--- src/rtl/spi_xcvr_pkg.sv ---
package spi_xcvr_pkg;
  localparam int WORD_W = 16;
  localparam int BYTE_W = 8;
  typedef logic [WORD_W-1:0] word_t;
endpackage

--- src/rtl/spi_fifo.sv ---
module spi_fifo #(
  parameter int DEPTH = 8,
  parameter int W     = 16,
  localparam int AW   = $clog2(DEPTH),
  localparam int CW   = $clog2(DEPTH + 1)
) (
  input  logic          clk,
  input  logic          rst_n,
  input  logic [CW-1:0] limit,
  input  logic          push,
  input  logic [W-1:0]  wdata,
  input  logic          pop,
  output logic [W-1:0]  rdata,
  output logic          empty,
  output logic          full
);
  logic [W-1:0]  mem [DEPTH];
  logic [AW-1:0] wp, rp;
  logic [CW-1:0] cnt;
  logic          do_push, do_pop;

  assign empty   = (cnt == '0);
  assign full    = (cnt >= limit);
  assign do_push = push & ~full;
  assign do_pop  = pop & ~empty;
  assign rdata   = mem[rp];

  always_ff @(posedge clk) begin
    if (do_push) mem[wp] <= wdata;
  end

  always_ff @(posedge clk or negedge rst_n) begin
    if (!rst_n) begin
      wp  <= '0;
      rp  <= '0;
      cnt <= '0;
    end else begin
      if (do_push) wp <= wp + AW'(1);
      if (do_pop)  rp <= rp + AW'(1);
      cnt <= cnt + CW'(do_push) - CW'(do_pop);
    end
  end
endmodule

--- src/rtl/spi_shifter.sv ---
module spi_shifter #(
  parameter int W     = 16,
  localparam int HW   = W / 2,
  localparam int CNTW = $clog2(W + 1)
) (
  input  logic         clk,
  input  logic         rst_n,
  input  logic         mode16,
  input  logic         load,
  input  logic [W-1:0] load_data,
  input  logic         abort,
  input  logic         rise,
  input  logic         fall,
  input  logic         sdi,
  output logic         sdo,
  output logic         busy,
  output logic         done,
  output logic [W-1:0] rx_word
);
  logic [W-1:0]    sh, nxt;
  logic            smp;
  logic [CNTW-1:0] cnt, nbits;

  assign nbits   = mode16 ? CNTW'(W) : CNTW'(HW);
  assign nxt     = {sh[W-2:0], smp};
  assign done    = busy & fall & (cnt == nbits - CNTW'(1));
  assign rx_word = mode16 ? nxt : {{HW{1'b0}}, nxt[HW-1:0]};
  assign sdo     = mode16 ? sh[W-1] : sh[HW-1];

  always_ff @(posedge clk or negedge rst_n) begin
    if (!rst_n) begin
      sh   <= '0;
      smp  <= 1'b0;
      cnt  <= '0;
      busy <= 1'b0;
    end else if (load) begin
      sh   <= load_data;
      cnt  <= '0;
      busy <= 1'b1;
    end else if (abort) begin
      cnt  <= '0;
      busy <= 1'b0;
    end else if (busy) begin
      if (rise) smp <= sdi;
      if (fall) begin
        sh  <= nxt;
        cnt <= cnt + CNTW'(1);
        if (done) busy <= 1'b0;
      end
    end
  end
endmodule

--- src/rtl/spi_xcvr.sv ---
module spi_xcvr
  import spi_xcvr_pkg::*;
#(
  parameter int FIFO_BYTES  = 8,
  parameter int DIV_W       = 8,
  parameter int SYNC_STAGES = 2
) (
  input  logic             clk,
  input  logic             rst_n,
  input  logic             master,
  input  logic             mode16,
  input  logic             fifo_en,
  input  logic [DIV_W-1:0] clk_div,
  input  logic             txe_ie,
  input  logic             rxf_ie,
  input  logic             ovf_clr,
  input  logic             tx_valid,
  output logic             tx_ready,
  input  logic [15:0]      tx_data,
  output logic             rx_valid,
  input  logic             rx_ready,
  output logic [15:0]      rx_data,
  output logic             tx_empty,
  output logic             rx_full,
  output logic             rx_ovf,
  output logic             irq_txe,
  output logic             irq_rxf,
  output logic             sck_o,
  output logic             ss_n_o,
  output logic             mosi_o,
  input  logic             miso_i,
  input  logic             sck_i,
  input  logic             ss_n_i,
  input  logic             mosi_i,
  output logic             miso_o,
  output logic             miso_oe
);
  localparam int CW = $clog2(FIFO_BYTES + 1);

  // Capacity: one holding slot, or the FIFO bytes as bytes or halfwords
  logic [CW-1:0] limit;
  assign limit = !fifo_en ? CW'(1) : (mode16 ? CW'(FIFO_BYTES / 2) : CW'(FIFO_BYTES));

  // Transmit path
  word_t tx_wdata, txf_rdata, ld_data;
  logic  txf_empty, txf_full, sh_load;
  assign tx_wdata = mode16 ? tx_data : {{BYTE_W{1'b0}}, tx_data[BYTE_W-1:0]};
  assign tx_ready = ~txf_full;
  assign ld_data  = txf_empty ? '0 : txf_rdata;

  spi_fifo #(.DEPTH(FIFO_BYTES), .W(WORD_W)) u_txf (
    .clk(clk), .rst_n(rst_n), .limit(limit),
    .push(tx_valid & tx_ready), .wdata(tx_wdata),
    .pop(sh_load), .rdata(txf_rdata), .empty(txf_empty), .full(txf_full)
  );

  // Receive path
  word_t rx_word;
  logic  rxf_empty, rxf_full, sh_done;
  assign rx_valid = ~rxf_empty;

  spi_fifo #(.DEPTH(FIFO_BYTES), .W(WORD_W)) u_rxf (
    .clk(clk), .rst_n(rst_n), .limit(limit),
    .push(sh_done), .wdata(rx_word),
    .pop(rx_ready), .rdata(rx_data), .empty(rxf_empty), .full(rxf_full)
  );

  // Slave pin synchronizer: {sck, ss_n, mosi}
  logic [2:0] stg [SYNC_STAGES];
  for (genvar g = 0; g < SYNC_STAGES; g++) begin : g_sync
    always_ff @(posedge clk or negedge rst_n) begin
      if (!rst_n)      stg[g] <= 3'b010;
      else if (g == 0) stg[g] <= {sck_i, ss_n_i, mosi_i};
      else             stg[g] <= stg[(g == 0) ? 0 : g - 1];
    end
  end

  logic sck_s, ss_s, mosi_s, sck_d, ss_d;
  assign {sck_s, ss_s, mosi_s} = stg[SYNC_STAGES-1];

  always_ff @(posedge clk or negedge rst_n) begin
    if (!rst_n) begin
      sck_d <= 1'b0;
      ss_d  <= 1'b1;
    end else begin
      sck_d <= sck_s;
      ss_d  <= ss_s;
    end
  end

  // Master clock divider
  logic             sh_busy, sck_q, tick;
  logic [DIV_W-1:0] div_cnt;
  assign tick = sh_busy & (div_cnt == clk_div);

  always_ff @(posedge clk or negedge rst_n) begin
    if (!rst_n) begin
      div_cnt <= '0;
      sck_q   <= 1'b0;
    end else if (!master || !sh_busy) begin
      div_cnt <= '0;
      sck_q   <= 1'b0;
    end else if (tick) begin
      div_cnt <= '0;
      sck_q   <= ~sck_q;
    end else begin
      div_cnt <= div_cnt + DIV_W'(1);
    end
  end

  // Edge and start selection per role
  logic m_start, s_start, s_abort, edge_r, edge_f, sdi, sdo;
  assign m_start = master & ~sh_busy & ~txf_empty;
  assign s_start = ~master & ss_d & ~ss_s;
  assign s_abort = ~master & ss_s & sh_busy;
  assign sh_load = m_start | s_start;
  assign edge_r  = master ? (tick & ~sck_q) : (~ss_s & sck_s & ~sck_d);
  assign edge_f  = master ? (tick & sck_q)  : (~ss_s & ~sck_s & sck_d);
  assign sdi     = master ? miso_i : mosi_s;

  spi_shifter #(.W(WORD_W)) u_sh (
    .clk(clk), .rst_n(rst_n), .mode16(mode16),
    .load(sh_load), .load_data(ld_data), .abort(s_abort),
    .rise(edge_r), .fall(edge_f), .sdi(sdi),
    .sdo(sdo), .busy(sh_busy), .done(sh_done), .rx_word(rx_word)
  );

  // Sticky overflow: set wins over clear
  always_ff @(posedge clk or negedge rst_n) begin
    if (!rst_n)                  rx_ovf <= 1'b0;
    else if (sh_done & rxf_full) rx_ovf <= 1'b1;
    else if (ovf_clr)            rx_ovf <= 1'b0;
  end

  assign tx_empty = fifo_en & txf_empty;
  assign rx_full  = fifo_en & rxf_full;
  assign irq_txe  = tx_empty & txe_ie;
  assign irq_rxf  = rx_full & rxf_ie;

  assign sck_o   = sck_q;
  assign ss_n_o  = ~(master & sh_busy);
  assign mosi_o  = master & sh_busy & sdo;
  assign miso_o  = sdo;
  assign miso_oe = ~master & ~ss_s;
endmodule

--- config.mk ---
export PLATFORM = sky130hd
export DESIGN_NAME = spi_xcvr
export DESIGN_NICKNAME = d
export VERILOG_FILES = /design/src/rtl/spi_xcvr_pkg.sv /design/src/rtl/spi_fifo.sv /design/src/rtl/spi_shifter.sv /design/src/rtl/spi_xcvr.sv
export SDC_FILE = /design/constraint.sdc
export NUM_CORES = 1
export LEC_CHECK = 0
export BUFFER_PORTS_ARGS = -buffer_cell sky130_fd_sc_hd__buf_4
export CORE_AREA = 2 2 238 170
export DETAILED_ROUTE_END_ITERATION = 10
export DIE_AREA = 0 0 240 172
export PLACE_DENSITY_LB_ADDON = 0.2
export SYNTH_ARGS = -nofsm -noshare
export SYNTH_HDL_FRONTEND = slang
export SYNTH_HIERARCHICAL = 1
export SYNTH_SLANG_ARGS = --single-unit
--- constraint.sdc ---
create_clock -name clk -period 4.2 [get_ports clk]
set_input_delay 0.21 -clock clk [delete_from_list [all_inputs] [get_ports clk]]
set_output_delay 0.21 -clock clk [all_outputs]
set_load 0.01 [all_outputs]
Word-level counts from Yosys, hierarchy flattened. Memory sizes are Yosys's and may differ from the RTL's. Index checks and enable logic that the tools add are counted.

Output and inout bits: 28. Bits in registers: 61. Bits of input ports: 38. Memory bits (writable): 256. Memories kept: 2.

Memory list: u_rxf.mem (words 8, width 16, read ports 1, clocked after memory_dff 0, wr ports 1, RTL line spi_fifo.sv:17) `logic [W-1:0] mem [DEPTH];`; u_txf.mem (words 8, width 16, read ports 1, clocked after memory_dff 0, wr ports 1, RTL line spi_fifo.sv:17).

Order comparisons: 2. Muxes and demuxes: 33. Bitwise operators: 42. Eq/ne operators: 3. Add/sub/neg operators: 11. Reduce and logical (&&, ||, !) cells: 14.

Operators by type and width (count): $mux 16 (7); $and 1x1->1 (28); $mux 5 (5); $mux 1 (17); $mux 8 (2); $not 1->1 (13); $add 3x1->3 const B (4); $add 4x1->4 (2); $add 8x1->8 const B (1); $eq 8x8->1 (1); $ge 4x4->1 (2); $logic_not 4->1 (2); $mux 4 (2); $reduce_bool 2->1 (4); $sub 4x1->4 (2); $reduce_bool 3->1 (2); $add 5x1->5 const B (1); $eq 5x5->1 (1); $sub 5x1->5 const B (1); $reduce_and 4->1 (1); $reduce_and 3->1 (1); $logic_not 1->1 (2); $ne 2x1->1 const B (1); $reduce_and 2->1 (1); other kinds (2) (2).

Logic depth before layout (Yosys ltp). Gate-level depths: netlist of the first run.

Word-level depth: 11. Mapped depth: 14. Depth with buffers taken out: 14.

By module. The synthesis of the first run kept the hierarchy.

By module, submodules not included: spi_fifo (u_rxf) (seq. area each 4093.9 µm², cells each 254, times used 1, area each 5590.4 µm²); spi_fifo (u_txf) (seq. area each 4093.9 µm², cells each 254, times used 1, area each 5589.1 µm²); spi_shifter (seq. area each 575.6 µm², cells each 106, times used 1, area each 1313.8 µm²); spi_xcvr (seq. area each 454.2 µm², cells each 109, times used 1, area each 1018.5 µm²).

Worst setup path after synthesis of the first run. Ideal clock, no wire load.

Path type: reg2reg. From: register div_cnt[2]. To: memory u_rxf.mem[5][0], enable pin. Period minus slack after synthesis: 3.970 ns. Library setup time: 0.430 ns. Arrival time: 3.539 ns. Path slack: 0.230 ns. Cell stages (with the launch flop): 9. Cell sequence: dfrtp_1 xnor2_1 and4_1 nand2_1 o21ai_1 nand4_1 nor3_1 nand2_1 nor4_1.

Longest elaborated chain between the ends: 9.

Ends and longest elaborated chain: start: declaration (RTL line spi_xcvr.sv:93) `logic [DIV_W-1:0] div_cnt;`; start signal: assignment (RTL line spi_xcvr.sv:107) `div_cnt <= div_cnt + DIV_W'(1);`; $eq 8x8->1 (RTL line spi_xcvr.sv:94) `assign tick = sh_busy & (div_cnt == clk_div);`; $and 1x1->1 (RTL line spi_xcvr.sv:94); $and 1x1->1 (RTL line spi_xcvr.sv:118) `assign edge_f = master ? (tick & sck_q) : (~ss_s & ~sck_s & sck_d);`; $mux 1 (RTL line spi_xcvr.sv:118); named net edge_f (RTL line spi_xcvr.sv:112) `logic m_start, s_start, s_abort, edge_r, edge_f, sdi, sdo;`; $and 1x1->1 (2 in a row) (RTL line spi_shifter.sv:26) `assign done = busy & fall & (cnt == nbits - CNTW'(1));`; named net sh_done (RTL line spi_xcvr.sv:59) `logic rxf_empty, rxf_full, sh_done;`; $and 1x1->1 (RTL line spi_fifo.sv:24) `assign do_push = push & ~full;`; $mux 1 (RTL line spi_fifo.sv:29) `if (do_push) mem[wp] <= wdata;`; $mux 1 (not written as such) (RTL line spi_fifo.sv:29); end: declaration (RTL line spi_fifo.sv:17).

The timed path passes the listed nets, and every way through them passes these cells.

Final worst setup path of the first run.
From: register div_cnt[5]. To: memory u_rxf.mem[0][2], enable pin.

The elaborated chain is that of the path after synthesis.

==> results of run 1 <==
final cells by class:
| class | instances | area (um^2) | share of cell area |
|---|---|---|---|
| well taps | 535 | 669 | 0.0423 |
| clock inverters | 18 | 130 | 0.00822 |
| inverters | 31 | 116 | 0.00735 |
| clock buffers | 40 | 830 | 0.0524 |
| flip-flops and latches | 317 | 9220 | 0.582 |
| multi-input cells | 340 | 4000 | 0.252 |
| repair buffers | 105 | 876 | 0.0553 |
power groups by stage:
stage                     clock network (mW)  registers [mW]  logic (mW)
after floorplan                            0            3.98        2.26
after global placement                     0            4.46        2.62
after detailed placement                   0            4.46        2.63
after CTS                               2.71            4.40        2.65
after global routing                    2.83            4.45        2.90
final                                   2.63            4.38        2.59
worst register-to-register path: cells and delay by family, from the launching register on:
kind	cells	cell delay [ps]
compound gates	1	420
xor+xnor	1	190
flops	1	430
simple gates	6	1570
buf+inv	2	420
synthesized netlist by cell type, drive strengths merged, types with 7 or more instances:
cell type    n  area [um^2]
and2        22          138
o21ai        8         43.8
nand2       15         56.3
dfrtp       58         1450
xor2        11         96.3
mux2        71          826
ha          24          300
buf         30          239
nor3         9         45.0
nand3       10         50.1
inv         31          116
edfxtp     256         7690
nor2        16         60.1
mux4        64         1630
nor2b       17          106
a21oi        7         35.0
xnor2       18          158
stage by stage:
step	setup slack, ps	cells	instance area, um^2	hold slack [ps]
6_report	886	1386	15800	73.9
5_1_grt	538	1386	15800	73.6
4_1_cts	876	1386	15800	45.9
3_5_place_dp	780	1313	14700	320
3_3_place_gp	811	1313	14700	319
2_1_floorplan	230	724	13500	-85.6
cells in the final DEF (no fill, tap or decap), drive strengths merged, types with 3 or more instances in the layout:
cell	synthesis	routed
nand2	15	15
nor2	16	16
nand4	4	4
ha	24	24
buf	30	90
nand3	10	10
nor2b	17	17
dfstp	3	3
mux4	64	64
nor3	9	9
dfrtp	58	58
edfxtp	256	256
inv	31	32
o21ai	8	8
xnor2	18	18
and2	22	22
xor2	11	11
clkbuf	6	40
clkinv	0	13
nor4	4	4
and3	6	6
a21oi	7	7
o211ai	6	6
dlygate4sd3	0	15
mux2	71	71
clkinvlp	0	3
nand3b	4	4
nor3b	6	6
state kept, by name, indices dropped and copies added, names as in the netlist, 4 cells and up:
| name | cells |
|---|---|
| div_cnt | 8 |
| u_rxf/cnt | 4 |
| u_rxf/mem | 128 |
| u_sh/cnt | 5 |
| u_sh/sh | 16 |
| u_txf/cnt | 4 |
| u_txf/mem | 128 |
cell families after synthesis:
| family | after synthesis | synth area share |
|---|---|---|
| flops | 317 | 0.682 |
| mux | 135 | 0.182 |
| simple gates | 121 | 0.0504 |
| buf+inv | 67 | 0.0280 |
| xor+xnor | 29 | 0.0188 |
| compound gates | 27 | 0.0135 |
| fa+ha+maj | 26 | 0.0252 |
| other cells | 1 | 0.000278 |
layer usage:
metal,track usage,part of all wire
met2,0.202,0.43
met3,0.0247,0.039
met5,0,0
met1,0.203,0.51
met4,0.0302,0.019
path summary, 6_finish.rpt:
| path | endpoint | slack, ps | cells past startpoint |
|---|---|---|---|
| min in group asynchronous | div_cnt[5] | 280 | 2 |
| hold / removal | u_sh/smp | 70 | 3 |
| setup reg to reg | u_rxf/mem[0][2] | 890 | 10 |
| max in group asynchronous | u_txf/rp[0] | 3350 | 2 |
| hold reg to reg | mosi_s | 350 | 0 |
| setup / recovery | u_rxf/mem[0][2] | 890 | 10 |
repair_timing:
item / CTS / global route
gates resized for setup: 0 / 0
hold buffers: 15 / 0
endpoints found under the hold margin: 129 / 0
==> flow_metrics.tcl, run 1 <==
set metrics [dict create \
    status "finished clean" \
    ir_worst_vdd_mv 0.364 \
    core-area_um2 39100 \
    place_congestion 0.713 \
    die_width_um 240 \
    crit_family "simple AND/OR/NAND/NOR gates" \
    ys_types 46 \
    switching_share 0.294 \
    maxSlewViolCount 0 \
    wire_per_inst_um 19.2 \
    areaGrowthSynthToFinish_pct 17.2 \
    crit_start "div_cnt[5]" \
    grt_max_degree 62 \
    syn_area_um2 13500 \
    synth_flop_cell "edfxtp_1" \
    hold_viol_final 0 \
    cp_slowest_cell "nor3b_2" \
    clockPowerShare 0.274 \
    cts_num_sinks 317 \
    ys_seq_area_frac 0.682 \
    clk_pin_slew_ps 60 \
    root_buffer "clkbuf_16" \
    clock_latency_ps 580 \
    p_leak_nw 5.72 \
    antenna_found_initial 0 \
    postCtsSetupBuffers 0 \
    grtUsageTotal 0.134 \
    dpl.hpwl_mm 16.4 \
    drive_gt1_frac 0.288 \
    ys_seq_elements 317 \
    pin_count 66 \
    via_per_inst 4.73 \
    setup_viol 0 \
    num_rows 61 \
    fin_crit_ps 3310 \
    avgSynthCellArea_um2 18.7 \
    utilization 0.405 \
    num-nets-final 890 \
    cts_tree "built" \
    rsz0062_at_grt "no" \
    numCtsBuffers 31 \
    critPathBufInv 2 \
    wirelength_mm 26.6 \
    max_stage_delay_ps 510 \
    ys_warn_count 6 \
    portBuffers 65 \
    endpoint_kind "flip-flop" \
    dr.pass1.iters 4 \
    synthArstFlopShare 0.192 \
    worst_slew_pin_slew_ps 1210 \
    fin_setup_tns_ps 0 \
    vias 6553 \
    crit_type "flip-flop to flip-flop" \
    startpoint_type "flip-flop" \
    htree_levels 1 \
    intPower_mw 6.78 \
    hp-class "input pin to flip-flop" \
    total_power_mw 9.60 \
    grt_pass1_wl_mm 41.8 \
    cp.arrival_ps 3600 \
    die_area_um2 41300 \
    n_antenna_cell 0 \
    p_comb_frac 0.270 \
    cp_max_fo 13 \
    drc 0 \
    critPathRequiredTime_ps 4490 \
    final_antenna_net_count 0 \
    hold_start "master" \
    start_util 0.346 \
    synth_edf_count 256 \
    drtIter0Drc 386 \
    grt-ovfl-total 0 \
    rr_startpoint "div_cnt[5]" \
    grt_pass1_vias 6849 \
    powerDensity_nw_per_um2 606 \
    power_switching_mw 2.82 \
    netlist_instances 723 \
    fin_skew_ps 13.1 \
    max_cap_viol_count 0 \
    cts_buffer_depth 3 \
    fin_crit_sh 0.789 \
    p_seq_frac 0.456 \
    clock.fmax_mhz 302 \
    fillers 3606 \
    maxSlewHeadroom 0.189 \
    die_h_um 172 \
    path_cells "xnor2_1 -> and4_1 -> nand2_1 -> o21ai_1 -> nand4_1 -> nor3_1 -> buf_4 -> nor3b_1 -> nor3b_2 -> buf_12" \
]
Power figures use the tool's default switching activity.
==> run 2: changes to the inputs <==
==> constraint.sdc (replaced) <==
create_clock -name clk -period 3 [get_ports clk]
set_input_delay 0.15 -clock clk [delete_from_list [all_inputs] [get_ports clk]]
set_output_delay 0.15 -clock clk [all_outputs]
set_load 0.01 [all_outputs]
==> run 2 against run 1 <==
Critical path depth is 2 higher. Setup slack worse by 710 ps. Largest cell class unchanged. Critical endpoint is now u_rxf/cnt[2]. Sequential power grew 30%. Clock skew up 8.8 ps. Largest power group unchanged. Critical path type unchanged. Design area up 1.8%. Register-to-register slack worse by 710 ps.
==> flow_metrics.tcl, run 2 (synthesis gave the netlist of run 1 again) <==
set metrics [dict create \
    max_stage_delay_ps 430 \
    n_antenna_cell 0 \
    drive_gt1_frac 0.311 \
    layout_common_cells "edfxtp_1, buf_4, mux2_2, dfrtp_1, mux4_1" \
    endpoint_kind "flip-flop" \
    areaGrowthSynthToFinish_pct 19.3 \
    status "finished clean" \
    rsz0062_at_grt "yes" \
    clock.fmax_mhz 354 \
    die_width_um 240 \
    cts_buffer_depth 3 \
    path_cells "xnor2_2 -> and4_1 -> nand2_1 -> o21ai_2 -> nand4_1 -> nor3_2 -> o211ai_1 -> ha_1 -> inv_1 -> ha_1 -> fa_1 -> xor2_1" \
    critPathBufInv 1 \
    setup_viol 0 \
    wire_per_inst_um 19.3 \
    grt_max_degree 62 \
    final_common_cell "edfxtp_1" \
    dpl.hpwl_mm 16.1 \
    ir_worst_vdd_mv 0.422 \
    hp-class "input pin to flip-flop" \
    cp.arrival_ps 3220 \
    via_per_inst 4.72 \
    fin_crit_sh 0.942 \
    grt_pass1_wl_mm 41.9 \
    crit_path_frequent_cell "ha_1" \
    pin_count 66 \
    grtUsageTotal 0.136 \
    cts_tree "built" \
    numCtsBuffers 34 \
    multiInputGateArea_um2 4100 \
    powerDensity_nw_per_um2 858 \
    dp_worst_setup_slack_ps 112 \
    worst_slew_pin_slew_ps 833 \
    startpoint_type "flip-flop" \
    portBuffers 65 \
    cp_slowest_cell "dfrtp_1" \
    antenna_found_initial 0 \
    num-nets-final 902 \
    wirelength_mm 27.0 \
    clk_pin_slew_ps 60 \
    reg.largest.list "u_rxf/mem (128), u_txf/mem (128), u_sh/sh (16)" \
    drc 0 \
    final_antenna_net_count 0 \
    grt_pass1_vias 6955 \
    maxSlewViolCount 0 \
    cp_max_fo 4 \
    seqCellArea_um2 9220 \
    htree_levels 2 \
    utilization 0.413 \
    place_congestion 0.730 \
    crit_type "flip-flop to flip-flop" \
    p_leak_nw 5.86 \
    timing.hold.ws_ps 41.3 \
    fin_crit_ps 2830 \
    die_area_um2 41300 \
    clock_latency_ps 530 \
    drtIter0Drc 352 \
    fin_skew_ps 22.0 \
    dr.pass1.iters 4 \
    num_rows 61 \
    setup_slack_ps 173 \
    max_cap_viol_count 0 \
    vias 6609 \
    crit_family "adder cells" \
    core-area_um2 39100 \
    grt-ovfl-total 0 \
    root_buffer "clkbuf_16" \
    start_util 0.346 \
    die_h_um 172 \
    critPathRequiredTime_ps 3400 \
    hold_viol_final 0 \
    fillers 3570 \
    maxSlewHeadroom 0.444 \
    cts_num_sinks 317 \
]
-- run 2: routing by layer --
| metal | track usage | wire [um] |
|---|---|---|
| met2 | 0.207 | 11900 |
| met5 | 0 | 0 |
| met4 | 0.0397 | 540 |
| met3 | 0.0263 | 1000 |
| met1 | 0.199 | 13600 |
-- run 2: worst reg2reg max path, stage by stage (launching register included) --
cell and delay, ps:
dfrtp_1 430, xnor2_2 170, and4_1 230, nand2_1 90, o21ai_2 170, nand4_1 140
nor3_2 230, o211ai_1 160, ha_1 310, inv_1 40, ha_1 200, fa_1 390
xor2_1 150
-- run 2: path summary, 6_finish.rpt --
| kind | depth (start not counted) | to | startpoint | slack (ps) |
|---|---|---|---|---|
| max | 12 | u_rxf/cnt[2] | div_cnt[4] | 170 |
| min | 3 | u_sh/smp | miso_i | 40 |
| max reg2reg | 12 | u_rxf/cnt[2] | div_cnt[4] | 170 |
| min reg2reg | 0 | ss_s | stg[4] | 360 |
| max in group asynchronous | 2 | u_txf/rp[0] | rst_n | 2110 |
| min in group asynchronous | 2 | div_cnt[3] | rst_n | 280 |
-- run 2: layout make-up --
cell class | instances | area share
tap | 535 | 0.0415
multi-input combinational | 340 | 0.254
timing repair buffer | 114 | 0.0599
clock inverter | 17 | 0.00931
clock buffer | 45 | 0.0559
sequential | 317 | 0.572
inverter | 31 | 0.00722
-- run 2: stage by stage --
stage / cell area (um^2) / std cells / setup TNS, ps / power [mW]
floorplan: 13600 / 724 / -33640 / 8.75
detailed placement: 14900 / 1322 / 0 / 10.0
CTS: 16000 / 1398 / 0 / 14.1
finish: 16100 / 1399 / 0 / 13.8
global placement: 14900 / 1322 / 0 / 9.98
global route: 16100 / 1399 / -45.3 / 14.6
-- run 2: what timing repair did --
item	CTS	global route
gates resized for setup	0	12
endpoints found under the setup margin	0	3
buffers inserted	0	1
hold buffers	14	0
endpoints found under the hold margin	128	0
-- run 2: where the power goes --
group	internal [mW]	switching [mW]
combinational	2.20	1.96
clock	2.31	1.67
sequential	5.33	0.360
total	9.84	3.99
